--- src/rtl/dmab_irq_pkg.sv ---
package dmab_irq_pkg;

    localparam int N_EVT         = 10;
    localparam int N_LINE        = 3;
    localparam int REG_W         = 32;
    localparam int N_USB         = 2;
    localparam int USB_EN_BASE   = 8;
    localparam int AUD_STAT_BASE = 16;
    localparam int AUD_EN_BASE   = 24;

    localparam int LINE_UERR = 0;
    localparam int LINE_FULL = 1;
    localparam int LINE_HALF = 2;

    typedef logic [N_EVT-1:0]  evt_vec_t;
    typedef logic [REG_W-1:0]  reg_word_t;
    typedef logic [N_LINE-1:0] line_vec_t;

    // Bit position of the pending flag of event n.
    function automatic int stat_pos(input int n);
        return (n < N_USB) ? n : AUD_STAT_BASE + n - N_USB;
    endfunction

    // Bit position of the enable flag of event n.
    function automatic int en_pos(input int n);
        return (n < N_USB) ? USB_EN_BASE + n : AUD_EN_BASE + n - N_USB;
    endfunction

    // Interrupt line that event n feeds.
    function automatic int line_of(input int n);
        if (n == 1)
            return LINE_UERR;
        else if (n == 0)
            return LINE_FULL;
        else if (((n - N_USB) % 2) == 0)
            return LINE_FULL;
        else
            return LINE_HALF;
    endfunction

    // Events belonging to line l.
    function automatic evt_vec_t line_mask(input int l);
        evt_vec_t m;
        m = '0;
        for (int n = 0; n < N_EVT; n++)
            if (line_of(n) == l) m[n] = 1'b1;
        return m;
    endfunction

    // Register bits that hold a flag.
    function automatic reg_word_t used_mask();
        reg_word_t m;
        m = '0;
        for (int n = 0; n < N_EVT; n++) begin
            m[stat_pos(n)] = 1'b1;
            m[en_pos(n)]   = 1'b1;
        end
        return m;
    endfunction

endpackage

--- src/rtl/dmab_flag_cell.sv ---
module dmab_flag_cell (
    input  logic clk,
    input  logic rst_n,
    input  logic wr_en,
    input  logic wr_stat_bit,
    input  logic wr_en_bit,
    input  logic evt,
    output logic stat_q,
    output logic en_q
);

    logic stat_d;
    logic en_d;

    // A write of 0 clears the flag; an event in the same cycle wins.
    always_comb begin
        stat_d = stat_q;
        if (wr_en && !wr_stat_bit)
            stat_d = 1'b0;
        if (evt)
            stat_d = 1'b1;
        en_d = wr_en ? wr_en_bit : en_q;
    end

    always_ff @(posedge clk or negedge rst_n) begin
        if (!rst_n) begin
            stat_q <= 1'b0;
            en_q   <= 1'b0;
        end else begin
            stat_q <= stat_d;
            en_q   <= en_d;
        end
    end

endmodule

--- src/rtl/dmab_line_merge.sv ---
module dmab_line_merge
    import dmab_irq_pkg::*;
(
    input  evt_vec_t  stat,
    input  evt_vec_t  en,
    output line_vec_t line
);

    evt_vec_t active;

    assign active = stat & en;

    for (genvar l = 0; l < N_LINE; l++) begin : g_line
        localparam evt_vec_t MASK = line_mask(l);
        assign line[l] = |(active & MASK);
    end

endmodule

--- src/rtl/dmab_irq_agg.sv ---
module dmab_irq_agg
    import dmab_irq_pkg::*;
(
    input  logic        clk,
    input  logic        rst_n,
    input  logic        reg_we,
    input  logic [31:0] reg_wdata,
    output logic [31:0] reg_rdata,
    input  logic [9:0]  evt_pulse,
    output logic [2:0]  irq_line
);

    localparam reg_word_t USED = used_mask();

    evt_vec_t stat_q;
    evt_vec_t en_q;
    logic     unused_wbits;

    assign unused_wbits = ^(reg_wdata & ~USED);

    for (genvar n = 0; n < N_EVT; n++) begin : g_evt
        localparam int SP = stat_pos(n);
        localparam int EP = en_pos(n);
        dmab_flag_cell cell_i (
            .clk         (clk),
            .rst_n       (rst_n),
            .wr_en       (reg_we),
            .wr_stat_bit (reg_wdata[SP]),
            .wr_en_bit   (reg_wdata[EP]),
            .evt         (evt_pulse[n]),
            .stat_q      (stat_q[n]),
            .en_q        (en_q[n])
        );
    end

    always_comb begin
        reg_rdata = '0;
        for (int n = 0; n < N_EVT; n++) begin
            reg_rdata[stat_pos(n)] = stat_q[n];
            reg_rdata[en_pos(n)]   = en_q[n];
        end
    end

    dmab_line_merge merge_i (
        .stat (stat_q),
        .en   (en_q),
        .line (irq_line)
    );

endmodule

--- config.mk ---
export PLATFORM = sky130hd
export DESIGN_NAME = dmab_irq_agg
export DESIGN_NICKNAME = d
export VERILOG_FILES = /design/src/rtl/dmab_irq_pkg.sv /design/src/rtl/dmab_flag_cell.sv /design/src/rtl/dmab_line_merge.sv /design/src/rtl/dmab_irq_agg.sv
export SDC_FILE = /design/constraint.sdc
export NUM_CORES = 1
export LEC_CHECK = 0
export ABC_CLOCK_PERIOD_IN_PS = 800
export CAP_MARGIN = 20
export CORE_MARGIN = 2
export CORE_UTILIZATION = 40
export CTS_CLUSTER_SIZE = 30
export DETAILED_ROUTE_END_ITERATION = 8
export DONT_BUFFER_PORTS = 1
export GPL_TIMING_DRIVEN = 0
export PLACE_DENSITY_LB_ADDON = 0.15
export SYNTH_ARGS = -nofsm -noshare
export SYNTH_HDL_FRONTEND = slang
export SYNTH_SLANG_ARGS = --single-unit
--- constraint.sdc ---
create_clock -name clk -period 0.8 [get_ports clk]
set_input_delay 0.08 -clock clk [delete_from_list [all_inputs] [get_ports clk]]
set_output_delay 0.08 -clock clk [all_outputs]
set_load 0.03 [all_outputs]
Word level (Yosys, flattened, before mapping)
Cells that the tools add are included.
- multiplexer cells: 20
- bitwise logic cells: 1
- reductions and logical operators: 32
- operators by type and width (kind ; count):
    1-bit 2-to-1 mux ; 20
    2-bit nonzero test ; 10
    10-bit AND ; 1
    1-bit logical AND ; 10
    1-bit zero test ; 10
    5-bit OR reduction ; 1
    4-bit OR reduction ; 1
- word-level logic and storage cells: 73
- output and inout port bits: 35
- register bits after elaboration: 20
- input bits: 45

Logic depth before layout (Yosys ltp)
- word-level depth: 4
- depth in mapped cells: 3
- mapped depth without buffers: 2

Cells and area by module
From an unflattened synthesis, not the netlist that was laid out.
- cells, all modules: 70
- area total of the unflattened synthesis: 928.4 um^2
- modules (own cells, without submodules) (module ; cells an instance ; sequential area each (um^2) ; area each (um^2) ; times used):
    dmab_flag_cell ; 5 ; 50.0 ; 78.8 ; 10
    dmab_irq_agg ; 13 ; 0.0 ; 93.8 ; 1
    dmab_line_merge ; 7 ; 0.0 ; 46.3 ; 1

Worst setup path after synthesis
Ideal clock, no wire load.
- path kind: reg2out
- start point: register g_evt[0].cell_i.stat_q
- end point: output port irq_line[1]
- slack: -0.207 ns
- data arrival time: 0.927 ns
- path buffers: 0
- required time: 0.720 ns
- cell stages (with the launch flop): 3
- cells stage by stage: dfrtp_1 -> a222oi_1 -> nand2_1
- longest elaborated chain between the ends: 2
- RTL lines (what ; RTL line ; RTL):
    start, declared ; dmab_flag_cell.sv:8 ; output logic stat_q,
    start signal, assigned ; dmab_flag_cell.sv:30 ; stat_q <= stat_d;
    10-bit AND ; dmab_line_merge.sv:11 ; assign active = stat & en;
    5-bit OR reduction ; dmab_line_merge.sv:15 ; assign line[l] = |(active & MASK);
    end, declared ; dmab_irq_agg.sv:10 ; output logic [2:0] irq_line
Every way passes these cells.

Worst setup path in the final report
- start point: register g_evt[6].cell_i.stat_q
- end point: output port irq_line[1]
- longest elaborated chain between the ends: 2
- RTL lines (what ; RTL line):
    start, declared ; dmab_flag_cell.sv:8
    start signal, assigned ; dmab_flag_cell.sv:30
    10-bit AND ; dmab_line_merge.sv:11
    5-bit OR reduction ; dmab_line_merge.sv:15
Every way passes these cells.

==> reports/results.txt <==
status -> finished, violations left
violated checks -> hold timing, setup timing
crit end category -> output port
total power of the final layout -> 2740 uW
Ys Warns -> 0
share of cells above drive strength 1 -> 0.440
total wire length -> 2500 um
vias per cell -> 4.44
worst vdd rail ir drop -> 1.12 mV
TritonCTS clock tree -> built
combinational family with the most area after synthesis -> buffers and inverters
Comb pwr share -> 0.358
finished layout cell area -> 1720 sq um
Total Routing Usage GR -> 0.170
Port Buffers -> 0
power density over the cells -> 1590 nW/um^2
via count of the first global-routing pass -> 843
simple-gate area share of the yosys netlist -> 0.0696
Detailed Route Iter0 Violations -> 20
placer's final routability congestion estimate -> 0.659
final setup violation count -> 31
die boundary height -> 56.4 um
Crit Path Max Fanout -> 3
number of buffers between clock root and the deepest sink -> 2
root buf cell -> sky130_fd_sc_hd__clkbuf_4
internal power consumption -> 1890 uW
Post-Route Hold Slack -> -0.0256 ns
number of instances in the synthesized netlist -> 92
initial standard-cell utilization of the core -> 0.431
xor and xnor area share after synthesis -> 0
post-placement cell area -> 1190 sq um
count of antenna diodes in the layout -> 0
clock edge transition at the registers on the reported setup and hold paths -> 0.12 ns
growth of design area from synthesis to finish -> 57.1%
final worst path period share -> 1.80
global-route wire length before repair -> 4130 um
overall die width -> 56.4 um
Required @ worst endpoint -> 0.72 ns
synthesized-area fraction occupied by adder cells -> 0
post-synthesis instance area -> 1100 sq um
number of nets in the layout -> 196
launch instance of the worst register-to-register path -> g_evt[3].cell_i.en_q
register-to-register path setup slack -> -0.20 ns
measured slew at the worst slew-check pin -> 0.923 ns
number of core rows -> 18
Detailed Routing Iterations Pass 1 -> 4
maximum clock frequency -> 0.695 GHz
hold violation count in the final report -> 20
RSZ-0062 raised after global routing -> true
share of synthesized area spent on multiplexers -> 0.137
gr ovfl total -> 0
number of clock sinks -> 20
number of standard cells in the layout, taps in and fillers out -> 180
Post-DRT Antenna Nets -> 0
sequential fraction of the synthesis area -> 0.456
H-tree lvl count -> 1
maximum number of pins on one net before global-route repair -> 21
Reg2Reg Depth -> 3
kind of launch point of the worst setup path -> flop
remaining routing DRC violations -> 0
worst reg2reg endpoint -> g_evt[3].cell_i.en_q
net switching share of the total power -> 0.311
clock skew after layout -> 0 ns
average cell area after synthesis -> 11.9 sq um
clock period minus worst slack -> 1.44 ns
portion of total power attributed to sequential cells -> 0.430
instance count after placement with tap cells included -> 133
die footprint -> 3180 sq um
minimum setup slack in the final design -> -0.639 ns
maxcap violations -> 0
Avg WL per Cell -> 13.9 um
worst slew margin relative to its limit -> 0.385
area fraction in compound gates after synthesis -> 0.0981
number of synthesized register bits -> 20
Leakage Power -> 0.000840 uW
number of library cell types mapped by synthesis -> 12
data arrival time of the critical path -> 1.36 ns
hold crit path type -> in2async
net switching power figure -> 851 uW
number of antenna violations at the first check in global routing -> 0
number of placed I/O pins -> 80
area inside the core boundary -> 2540 sq um
worst setup path class -> reg2out
worst skew pair latency -> 0.30 ns
number of max-slew violations in the final report -> 0
via count -> 799
Clock Power Share -> 0.213
clock buffer count from CTS -> 3
Filler Cells Inserted -> 193
[layout make-up]
class	instances	area, sq um	share of cell area
Timing Repair Buffer	43	423	0.245
Buffer	34	330	0.192
Clock buffer	4	36.3	0.0210
Multi-Input combinational cell	49	397	0.230
Tap cell	30	37.5	0.0218
Sequential cell	20	500	0.290
[power groups by stage]
stage / sequential [uW] / clock [uW] / combinational (uW)
finish: 1180 / 582 / 979
global route: 1190 / 651 / 1030
CTS: 1180 / 614 / 936
detailed placement: 1190 / 0 / 674
global placement: 1190 / 0 / 671
floorplan: 1170 / 0 / 640
[logic make-up after synthesis]
logic type      count (synthesis)
compound gates                 14
buf+inv                        34
flops                          20
mux                            10
other cells                     1
simple gates                   13
[sequential cells by signal, indices dropped and copies added (netlist names)]
name	flops
g_evt.cell_i.en_q	10
g_evt.cell_i.stat_q	10
[per-stage QoR]
stage	hold slack, ns	setup TNS, ns	util	setup slack [ns]
after floorplan	-0.216	-0.193	-	-0.193
after global placement	-0.215	-0.315	0.468	-0.271
after detailed placement	-0.215	-0.322	0.468	-0.283
after CTS	0.00199	-8.92	0.659	-0.672
after global routing	0.00314	-7.14	0.677	-0.713
final	-0.0256	-5.70	0.677	-0.639
[synth_stat cells]
cell / number / area (sq um)
sky130_fd_sc_hd__and2_1: 1 / 6.26
sky130_fd_sc_hd__clkbuf_4: 1 / 7.51
sky130_fd_sc_hd__mux2_4: 10 / 150
sky130_fd_sc_hd__a21o_1: 10 / 75.1
sky130_fd_sc_hd__buf_6: 1 / 11.3
sky130_fd_sc_hd__a222oi_1: 1 / 10.0
sky130_fd_sc_hd__buf_4: 32 / 240
sky130_fd_sc_hd__conb_1: 1 / 3.75
sky130_fd_sc_hd__dfrtp_1: 20 / 500
sky130_fd_sc_hd__nand2_1: 2 / 7.51
sky130_fd_sc_hd__nand2b_1: 10 / 62.6
sky130_fd_sc_hd__a22oi_1: 3 / 22.5
[timing repair]
action,in CTS,in global routing
pin swaps,5,2
hold endpoints to repair,40,0
hold buffers,30,0
gates resized for setup,25,3
setup buffers,8,5
setup endpoints to repair,25,57
[how the worst max path moves through the flow]
stage	from	depth (start not counted)	slack, ns	to
2_1_floorplan	g_evt[0].cell_i.en_q	2	-0.19	irq_line[1]
3_3_place_gp	g_evt[0].cell_i.en_q	2	-0.27	irq_line[1]
3_5_place_dp	g_evt[0].cell_i.en_q	2	-0.28	irq_line[1]
4_1_cts	g_evt[0].cell_i.en_q	2	-0.67	irq_line[1]
5_1_grt	g_evt[0].cell_i.stat_q	2	-0.71	irq_line[1]
6_report	g_evt[6].cell_i.stat_q	2	-0.64	irq_line[1]
[placed cells by master (no fill, tap or decap), drive strengths merged]
cell	Yosys	routed
a21o	10	10
a222oi	1	1
a22oi	3	3
and2	1	1
buf	33	46
clkbuf	1	5
conb	1	12
dfrtp	20	20
dlygate4sd3	0	29
dlymetal6s4s	0	1
mux2	10	10
nand2	2	2
nand2b	10	10
[critical path, stage by stage, from the launching register on]
cell,delay (ns)
sky130_fd_sc_hd__dfrtp_1,0.42
sky130_fd_sc_hd__a222oi_1,0.42
sky130_fd_sc_hd__nand2_2,0.22
[metal layers]
layer | vias to the layer above | routed length, um | GRT usage
li1 | 378 | - | -
met1 | 375 | 961 | 0.190
met2 | 44 | 1370 | 0.319
met3 | 2 | 163 | 0.0507
met4 | 0 | 12 | 0.0306
met5 | - | 0 | 0
(Power assumes the default switching activity.)
